<file path="config.mk">
export PLATFORM = sky130hd
export DESIGN_NAME = local_cycle_term
export DESIGN_NICKNAME = d
export VERILOG_FILES = /design/src/rtl/lct_pkg.sv /design/src/rtl/lct_dpath.sv /design/src/rtl/lct_ctrl.sv /design/src/rtl/local_cycle_term.sv
export SDC_FILE = /design/constraint.sdc
export NUM_CORES = 1
export LEC_CHECK = 0
export BUFFER_PORTS_ARGS = -buffer_cell sky130_fd_sc_hd__buf_2
export CORE_AREA = 2 2 39 41
export CTS_CLUSTER_SIZE = 30
export DETAILED_ROUTE_END_ITERATION = 8
export DIE_AREA = 0 0 41 43
export GPL_TIMING_DRIVEN = 0
export SLEW_MARGIN = 20
export SYNTH_ARGS = -nofsm -noshare
export SYNTH_HDL_FRONTEND = slang
export SYNTH_HIERARCHICAL = 1
export SYNTH_SLANG_ARGS = --single-unit
</file>
<file path="constraint.sdc">
create_clock -name clk -period 1.76 [get_ports clk]
set_input_delay 0.264 -clock clk [delete_from_list [all_inputs] [get_ports clk]]
set_output_delay 0.264 -clock clk [all_outputs]
set_load 0.02 [all_outputs]
</file>
<file path="src/rtl/lct_pkg.sv">
package lct_pkg;
  typedef enum logic [1:0] {
    TS_IDLE = 2'd0,
    TS_T1   = 2'd1,
    TS_T2   = 2'd2
  } tstate_e;

  typedef enum logic [2:0] {
    ST_IDLE,
    ST_T1,
    ST_T2_FIRST,
    ST_T2_EXT,
    ST_T2_INT
  } ctrl_state_e;

  typedef struct packed {
    logic cntLoad;
    logic cntInc;
    logic intMode;
  } lct_strobe_t;
endpackage

</file>
<file path="src/rtl/lct_dpath.sv">
module lct_dpath
  import lct_pkg::*;
#(
  parameter int WAIT_W     = 4,
  parameter int MIN_INT_T2 = 3
) (
  input  logic              clk,
  input  logic              rstN,
  input  lct_strobe_t       strb,
  input  logic [WAIT_W-1:0] waitCfg,
  output logic              atTarget,
  output logic              readyDrvN
);
  localparam int CNT_W = WAIT_W + 1;
  localparam logic [CNT_W-1:0] CNT_MAX = {CNT_W{1'b1}};
  localparam logic [CNT_W-1:0] MIN_T2  = CNT_W'(MIN_INT_T2);

  logic [CNT_W-1:0] t2Cnt;
  logic [CNT_W-1:0] target;
  logic [CNT_W-1:0] cfgWide;

  assign cfgWide = CNT_W'(waitCfg);
  assign target  = (cfgWide < MIN_T2) ? MIN_T2 : cfgWide;

  always_ff @(posedge clk) begin
    if (!rstN) begin
      t2Cnt <= '0;
    end else if (strb.cntLoad) begin
      t2Cnt <= CNT_W'(1);
    end else if (strb.cntInc && t2Cnt != CNT_MAX) begin
      t2Cnt <= t2Cnt + 1'b1;
    end
  end

  assign atTarget  = (t2Cnt == target);
  assign readyDrvN = !(strb.intMode && atTarget);

  // Internal ready never before the minimum T2 index
  assert_drive_late_R8: assert property (@(posedge clk) disable iff (!rstN)
    !readyDrvN |-> (t2Cnt >= MIN_T2));

  // Counter advances by one per internal-mode T2
  assert_count_step_R7: assert property (@(posedge clk) disable iff (!rstN)
    (strb.intMode && !atTarget) |=> (t2Cnt == $past(t2Cnt) + 1'b1));
endmodule

</file>
<file path="src/rtl/lct_ctrl.sv">
module lct_ctrl
  import lct_pkg::*;
(
  input  logic        clk,
  input  logic        rstN,
  input  logic        cycleStart,
  input  logic        lbaN,
  input  logic        readyN,
  input  logic        atTarget,
  output lct_strobe_t strb,
  output logic [1:0]  tState,
  output logic        cycleDone
);
  ctrl_state_e state, stateNxt;
  logic        endNow;

  always_comb begin
    stateNxt = state;
    endNow   = 1'b0;
    unique case (state)
      ST_IDLE:     if (cycleStart) stateNxt = ST_T1;
      ST_T1:       stateNxt = ST_T2_FIRST;
      ST_T2_FIRST: begin
        if (!readyN) begin
          endNow   = 1'b1;
          stateNxt = ST_IDLE;
        end else if (!lbaN) begin
          stateNxt = ST_T2_EXT;
        end else begin
          stateNxt = ST_T2_INT;
        end
      end
      ST_T2_EXT: if (!readyN) begin
        endNow   = 1'b1;
        stateNxt = ST_IDLE;
      end
      ST_T2_INT: if (atTarget) begin
        endNow   = 1'b1;
        stateNxt = ST_IDLE;
      end
      default: stateNxt = ST_IDLE;
    endcase
  end

  always_ff @(posedge clk) begin
    if (!rstN) begin
      state     <= ST_IDLE;
      cycleDone <= 1'b0;
    end else begin
      state     <= stateNxt;
      cycleDone <= endNow;
    end
  end

  always_comb begin
    strb.cntLoad = (state == ST_T1);
    strb.cntInc  = (state == ST_T2_FIRST) || (state == ST_T2_EXT) || (state == ST_T2_INT);
    strb.intMode = (state == ST_T2_INT);
  end

  always_comb begin
    unique case (state)
      ST_IDLE: tState = TS_IDLE;
      ST_T1:   tState = TS_T1;
      default: tState = TS_T2;
    endcase
  end

  assert_t1_then_t2_R2: assert property (@(posedge clk) disable iff (!rstN)
    (state == ST_T1) |=> (state == ST_T2_FIRST));

  assert_first_ready_ends_R3: assert property (@(posedge clk) disable iff (!rstN)
    (state == ST_T2_FIRST && !readyN) |=> (cycleDone && state == ST_IDLE));

  assert_ext_holds_R5: assert property (@(posedge clk) disable iff (!rstN)
    (state == ST_T2_EXT && readyN) |=> (state == ST_T2_EXT));

  assert_done_single_R9: assert property (@(posedge clk) disable iff (!rstN)
    cycleDone |=> !cycleDone);

  assert_start_ignored_R10: assert property (@(posedge clk) disable iff (!rstN)
    (state == ST_T2_EXT && readyN && cycleStart) |=> (state != ST_T1));
endmodule

</file>
<file path="src/rtl/local_cycle_term.sv">
module local_cycle_term
  import lct_pkg::*;
#(
  parameter int WAIT_W     = 4,
  parameter int MIN_INT_T2 = 3
) (
  input  logic              clk,
  input  logic              rstN,
  input  logic              cycleStart,
  input  logic [WAIT_W-1:0] waitCfg,
  input  logic              lbaN,
  input  logic              readyN,
  output logic [1:0]        tState,
  output logic              readyDrvN,
  output logic              cycleDone
);
  lct_strobe_t strb;
  logic        atTarget;

  lct_ctrl ctrl_i (
    .clk       (clk),
    .rstN      (rstN),
    .cycleStart(cycleStart),
    .lbaN      (lbaN),
    .readyN    (readyN),
    .atTarget  (atTarget),
    .strb      (strb),
    .tState    (tState),
    .cycleDone (cycleDone)
  );

  lct_dpath #(
    .WAIT_W    (WAIT_W),
    .MIN_INT_T2(MIN_INT_T2)
  ) dpath_i (
    .clk      (clk),
    .rstN     (rstN),
    .strb     (strb),
    .waitCfg  (waitCfg),
    .atTarget (atTarget),
    .readyDrvN(readyDrvN)
  );

  // Done pulse only ever seen in idle
  assert_done_in_idle_R9: assert property (@(posedge clk) disable iff (!rstN)
    cycleDone |-> (tState == 2'd0));
endmodule

</file>
Word level (Yosys, flattened, before mapping) --
Index checks and enable logic that the tools add are counted.
Operators by class: add/sub/neg operators 1, multipliers 0, div/mod/pow operators 0, order comparisons 1, equality and inequality tests 9, shifts and indexed selects 0, muxes and demuxes 13, bitwise logic cells 1, reductions and logical operators 10
Operators by type and width (count):
- $mux 3 | 5
- $pmux 3 s5 | 1
- $eq 3x2->1 const B | 2
- $ne 2x2->1 const B | 3
- $add 5x1->5 const B | 1
- $eq 5x4->1 | 1
- $ne 5x5->1 const B | 1
- $lt 4x2->1 const B | 1
- $mux 1 | 4
- $mux 4 | 1
- $pmux 2 s2 | 1
- $reduce_or 2->1 | 2
- $eq 3x1->1 const B | 1
- $eq 3x3->1 const B | 1
- $logic_not 3->1 | 1
- $reduce_and 3->1 | 1
- $logic_and 1x1->1 | 2
- $logic_or 1x1->1 | 2
- $pmux 1 s2 | 1
- $reduce_bool 2->1 | 1
- $logic_not 1->1 | 1
- $not 1->1 | 1
Storage, ports and cells: flip-flop bits (word level) 9, bits in latches 0, RAM bits 0, memory bits (read-only) 0, bits of input ports 9, output and inout bits 4, word-level logic and storage cells 39, memories 0

Logic depth before layout (Yosys ltp) --
Gate-level depths: netlist (run 1).
word-level depth 6, gate-level depth with buffers 8, gate-level depth less buffers 7

Hierarchy --
The synthesis (run 1) kept the hierarchy.
By module, submodules not included:
- lct_dpath | times used 1, cells an instance 35, area an instance 316.6 µm², seq. area each 100.1 µm²
- lct_ctrl | times used 1, cells an instance 26, area an instance 209.0 µm², seq. area each 80.1 µm²

Least setup slack after synthesis (run 1) --
Ideal clock, no wire load.
path type reg-to-output, start point register dpath_i.t2Cnt[1], end point output port readyDrvN, arrival time 1.397 ns, required time 1.496 ns, setup slack 0.099 ns, cell stages (with the launch flop) 5, buffers on the path 0, cells stage by stage dfxtp_1 nand2b_1 or4b_1 a311oi_2 nand2_1
Between the ends: cells in the longest elaborated chain, start to end 3
Ends and longest elaborated chain:
- start: declaration | line lct_dpath.sv:18 | logic [CNT_W-1:0] t2Cnt;
- start signal: assignment | line lct_dpath.sv:31 | t2Cnt <= t2Cnt + 1'b1;
- $eq 5x4->1 | line lct_dpath.sv:35 | assign atTarget = (t2Cnt == target);
- named net atTarget | line local_cycle_term.sv:18 | logic atTarget;
- $logic_and 1x1->1 | line lct_dpath.sv:36 | assign readyDrvN = !(strb.intMode && atTarget);
- $logic_not 1->1 | line lct_dpath.sv:36
- end: declaration | line local_cycle_term.sv:14 | output logic readyDrvN,
The timed path passes the listed nets, and every way through them passes these cells.

Worst setup path in the final report (run 1) --
Same ends and word-level chain as after synthesis.

==> impl_results.md, run 1 <==
* Outcome: complete, but fails checks
* Failing checks: setup timing
* Nets at 90
* Longest Clk Path Bufs at 2
* Post-synthesis net count at 72
* Antenna Nets Post-Route at 0
* Port bufs at 12
* CP startpoint kind: register
* Most used routing layer: met2
* Synthesis-to-finish area growth at 24.5%
* Hold Path Class: in -> reg
* Commonest cells after routing, fill and taps aside: buf_2 (13), dfxtp_1 (7), nor2_1 (6)
* Drt drc at 0
* CTS Root Cell: clkbuf_4
* Arrival @ worst endpoint at 1.71 ns
* All-Layer GR Usage at 0.140
* Gpl congestion at ~0.66
* Final Critical Period at 1.97 ns
* Synth top area share at 0.343
* Worst hold slack at 0.244 ns
* Yosys warnings at 6
* Die W at 41 um
* CP Max Fanout at 6
* Post-CTS Hold Fix Bufs at 0
* CP Class: reg -> out
* Share of layout cells above drive strength 1 at 0.321
* Global Route met2 Usage at 0.222
* CP Capture Type: output pin
* Largest net degree at the start of global routing at 10
* Post-detail-place hpwl at 799 um
* Synthesized area at around 530 um^2
* CTS tree: done
* Grt met1 use at 0.143
* Routed wire length at 1040 um
* Final core utilization at 0.473
* Syn Area/Cell at 8.61 um^2
* Routed WL per cell at 11.1 um
* Final hold violation count at 0
* DR vias/cell at between 4 and 5
* Pleak at 0.293 nW
* Maximum VDD drop at 0.371 mV
* Most common cell after layout, fill and taps aside: buf_2
* Total number of H-tree levels at 1
* Router iterations before antenna repair at 4
* CTS clk-pin slew, worst paths at 0.06 ns
* TritonCTS sink count at 9
* Num rows at 14
* Io pins at 13
* Skew-Pair Late Insertion Delay at 0.26 ns
* Ant. Diodes at 0
* Sequential element share of the synthesized area at 0.343
* Layout fillers at 148
* Vias at 468
* Pre-CTS worst setup slack at -0.0262 ns
* Max frequency at 507 MHz
* Relative slew slack at 0.834
* Final setup violating endpoints at 1
* Yosys cell types at 29
* CTS Buf Count at 3
* Worst Path Required at 1.50 ns
* Skew final at 0.00229 ns
* FF-to-FF setup slack at around 0.080 ns
* Total Power at 0.463 mW
* Final WS setup at -0.214 ns
* Max_cap viols at 0
* Mapped Cells at 61
* Max Slew Vio Count at 0
* Worst-margin pin slew at 0.249 ns
* Yosys top cell by area: dfxtp_1
* First-pass GRT wire length at between 1500 and 2000 um
* Starting Density at 0.380
* Global route overflow at 0
* Top cells by area, synth: dfxtp_1 (34%), xor2_1 (6.7%), nor2_1 (5.0%)
* Yosys reg bits at 9
* Std-Cell Core Area at between 0.001 and 0.0015 mm^2
* Fin Setup TNS at -0.214 ns
* Initial antenna violation count at 0
* Die area at 0.00176 mm^2
* Fin crit share at 1.12
* Pwr dens at 707 mW/mm^2
* Die height at 43 um
* DRT iter0 DRCs at 15
* Met3 Usage GRT at 0.0942
* Vias in the first global route at 401
* RSZ-0062 raised after global routing: true
## registers in the layout, summed over array words and instances, names as in the netlist
name	flops
ctrl_i/state	3
ctrl_i/cycleDone	1
dpath_i/t2Cnt	5
## logic make-up (layout without fill, tap and decap cells)
group	after synthesis	in the layout	share of synthesized area
AND/OR/NAND/NOR	29	29	0.298
flip-flops	9	9	0.343
AO/OA/AOI/OAI	8	8	0.117
XOR/XNOR	6	6	0.100
buffers and inverters	4	21	0.0357
multiplexers	3	3	0.0595
adder cells (fa/ha/maj)	2	2	0.0476
## metrics by stage
step	cell area (um^2)	instances
after floorplan	526	61
after global routing	654	94
after global placement	606	89
after CTS	657	96
final	654	94
after detailed placement	606	89
## final timing paths
| path | from | depth (start not counted) | end |
|---|---|---|---|
| worst max register to register | dpath_i/t2Cnt[1] | 6 | ctrl_i/state[2] |
| worst min register to register | ctrl_i/state[0] | 2 | ctrl_i/state[1] |
| worst max-delay path | dpath_i/t2Cnt[1] | 5 | readyDrvN |
| worst min-delay path | cycleStart | 3 | ctrl_i/state[0] |
## where the power goes
group / internal (mW) / switching, mW / total (mW) / leakage [nW]
Clock: 0.0871 / 0.0678 / 0.155 / 0.0150
Combinational: 0.0406 / 0.0414 / 0.0820 / 0.204
Sequential: 0.212 / 0.0134 / 0.226 / 0.0743
Total: 0.340 / 0.123 / 0.463 / 0.293
## routing by layer
layer	share of wire	vias up
li1	-	247
met1	0.43	211
met2	0.51	10
met3	0.057	0
met4	0	0
met5	0	-
## layout make-up
| class | instances | area (um^2) | share of cell area |
|---|---|---|---|
| multi-input combinational | 48 | 335 | 0.512 |
| clock buffer | 4 | 26.3 | 0.0402 |
| tap | 16 | 20.0 | 0.0306 |
| sequential | 9 | 185 | 0.283 |
| inverter | 2 | 7.51 | 0.0115 |
| buffer | 2 | 12.5 | 0.0191 |
| timing repair buffer | 13 | 67.6 | 0.103 |
## repair_timing
action,4_1_cts,5_1_grt
pin swaps,1,2
setup endpoints to repair,2,9
gates resized for setup,2,6
setup buffers,3,1
endpoints found under the hold margin,0,0
## critical path, cell delays in order (launching register included)
cell and delay (ns):
dfxtp_4 0.36, nand2b_1 0.13, or4b_1 0.49, a311oi_2 0.24, nand2_1 0.07, buf_2 0.16
## cell usage after synthesis, drive strengths merged
master	count
or4	1
o211ai	1
dfxtp	9
xor2	4
and2	1
mux2i	2
a31oi	1
a311oi	1
clkbuf	1
o2bb2ai	1
nand4	1
nor2b	3
a21oi	2
or2	1
nor2	7
inv	2
buf	1
xnor2	2
mux2	1
or4b	1
nor3b	1
nand2	4
ha	2
o21a	1
o22ai	1
nand2b	4
and3	2
nand3	2
nor3	1
Power figures use the tool's default switching activity.
==> run 2, diff against run 1 <==
--- a/config.mk
+++ b/config.mk
@@ -7,7 +7,7 @@
 export LEC_CHECK = 0
 export BUFFER_PORTS_ARGS = -buffer_cell sky130_fd_sc_hd__buf_2
 export CORE_AREA = 2 2 39 41
-export CTS_CLUSTER_SIZE = 30
+export CTS_CLUSTER_SIZE = 25
 export DETAILED_ROUTE_END_ITERATION = 8
 export DIE_AREA = 0 0 41 43
 export GPL_TIMING_DRIVEN = 0
==> constraint.sdc (replaced) <==
create_clock -name clk -period 1.9 [get_ports clk]
set_input_delay 0.285 -clock clk [delete_from_list [all_inputs] [get_ports clk]]
set_output_delay 0.285 -clock clk [all_outputs]
set_load 0.02 [all_outputs]
==> run 2 against run 1 <==
  * The run still ends with setup timing left
  * Global-route usage did not move
  * Worst hold slack better by 0.019 ns
  * Clock skew is 0.00070 ns higher
  * Die area is the same
  * Worst setup slack better by 0.12 ns
  * Critical endpoint unchanged
  * Clock-buffer cell count did not move
  * Non-clock buffer count up 1
  * Via count rose by 1.1%
  * Combinational power decreased by 7.2%
  * Core utilization grew 0.36 points
  * Sequential share of layout area decreased by 0.21 points
==> impl_results.md, run 2 (synthesized netlist as in run 1, its figures left out) <==
* Outcome: complete, but fails checks
* Failing checks: setup timing
* Worst R2R Path Depth at 7
* Die height at about 43 um
* Drt drc at 0
* Top flop regs: dpath_i/t2Cnt x5, ctrl_i/state x3, ctrl_i/cycleDone x1
* Total number of H-tree levels at 1
* Skew final at 0.00299 ns
* Worst Path Required at 1.62 ns
* CTS Root Cell: clkbuf_4
* Non-Filler Instances at 95
* CTS Buf Count at 3
* Vias at 473
* Final setup violating endpoints at 1
* Max frequency at 501 MHz
* Arrival @ worst endpoint at approximately 1.7 ns
* Final WS setup at -0.0965 ns
* Antenna Nets Post-Route at 0
* Ant. Diodes at 0
* Critical path endpoint: readyDrvN
* Post-CTS Hold Fix Bufs at 0
* Worst Setup SP: dpath_i/t2Cnt[1]
* Fin crit share at 1.05
* Starting Density at 0.380
* Longest Clk Path Bufs at 2
* R2R Path End: ctrl_i/state[2]
* FF-to-FF setup slack at 0.13 ns
* Max Slew Vio Count at 0
* Port bufs at 12
* CTS clk-pin slew, worst paths at about 0.060 ns
* Router iterations before antenna repair at 4
* Std-Cell Core Area at 0.00138 mm^2
* Hold path depth at 3
* Skew-Pair Late Insertion Delay at 0.26 ns
* CP startpoint kind: register
* First-pass GRT wire length at about 1600 um
* Routed wire length at roughly 1100 um
* Total Power at around 0.43 mW
* DRT iter0 DRCs at 13
* Final hold violation count at 0
* Most common cell after layout, fill and taps aside: buf_2
* All-Layer GR Usage at 0.140
* Number of flip-flops in the largest register at 5
* Die area at approximately 0.0018 mm^2
* Vias in the first global route at 401
* TritonCTS sink count at 9
* RSZ-0062 raised after global routing: true
* Worst-margin pin slew at 0.250 ns
* Top reg by flops: dpath_i/t2Cnt
* Synthesis-to-finish area growth at 25.5%
* Reg-to-Reg Start: dpath_i/t2Cnt[1]
* Io pins at 13
* DP Cell Count at 89
* Pleak at 0.298 nW
* Relative slew slack at 0.833
* CP Class: reg -> out
* Hold Path Class: in -> reg
* Nets at 91
* CP Max Fanout at 6
* Commonest cells after routing, fill and taps aside: buf_2 (12), nor2_1 (7), dfxtp_1 (7)
* Maximum VDD drop at approximately 0.34 mV
* Num rows at 14
* CP Capture Type: output pin
* Final Critical Period at 2.00 ns
* Max_cap viols at 0
* Worst hold slack at 0.263 ns
* Share of layout cells above drive strength 1 at 0.316
* Routed WL per cell at 11.1 um
* Post-detail-place hpwl at 799 um
* Pwr dens at 651 mW/mm^2
* Die W at 41 um
* CTS tree: done
* DR vias/cell at approximately 5
* Largest net degree at the start of global routing at 10
* Global route overflow at 0
* Layout fillers at 147
* Gpl congestion at between 0.6 and 0.7
* Initial antenna violation count at 0
==> run 2: worst max-delay path, stage by stage (launching register included) <==
cell	delay (ns)
dfxtp_4	0.36
nand2b_1	0.13
or4b_1	0.48
a311oi_2	0.25
nand2_1	0.08
buf_2	0.16
==> run 2: worst min-delay path by stage <==
stage,start,endpoint,slack [ns]
after floorplan,rstN,dpath_i/t2Cnt[0],0.40
after global placement,cycleStart,ctrl_i/state[0],0.53
after detailed placement,cycleStart,ctrl_i/state[0],0.53
after CTS,cycleStart,ctrl_i/state[0],0.25
after global routing,cycleStart,ctrl_i/state[0],0.25
final,cycleStart,ctrl_i/state[0],0.26
==> run 2: layer usage <==
layer / up-vias / share of wire / GRT usage
li1: 250 / - / -
met1: 213 / 0.42 / 0.143
met2: 10 / 0.52 / 0.222
met3: 0 / 0.056 / 0.0942
met4: 0 / 0 / 0.0400
met5: - / 0 / 0
==> run 2: layout make-up <==
| cell class | instances | area [um^2] | share of cell area |
|---|---|---|---|
| well taps | 16 | 20.0 | 0.0304 |
| plain buffers | 2 | 12.5 | 0.0190 |
| clock buffers | 4 | 26.3 | 0.0398 |
| flip-flops and latches | 9 | 185 | 0.281 |
| repair buffers | 14 | 75.1 | 0.114 |
| multi-input cells | 48 | 333 | 0.505 |
| inverters | 2 | 7.51 | 0.0114 |
==> run 2: through the flow <==
stage,instance area (um^2),setup TNS [ns],setup WS (ns),util
final,659,-0.0965,-0.0965,0.476
after global routing,659,-0.198,-0.198,0.476
after CTS,657,-0.188,-0.150,0.475
after detailed placement,606,0,0.0838,0.438
after global placement,606,0,0.110,0.438
after floorplan,526,0,0.218,-
==> run 2: report_power, final <==
group / internal [mW] / switching (mW) / total, mW
sequential: 0.197 / 0.0124 / 0.209
clock: 0.0807 / 0.0634 / 0.144
combinational: 0.0380 / 0.0381 / 0.0761
==> run 2: what timing repair did <==
action,in CTS,in global routing
pin swaps,1,2
buffers inserted,3,1
endpoints found under the setup margin,1,4
resized for setup,2,4
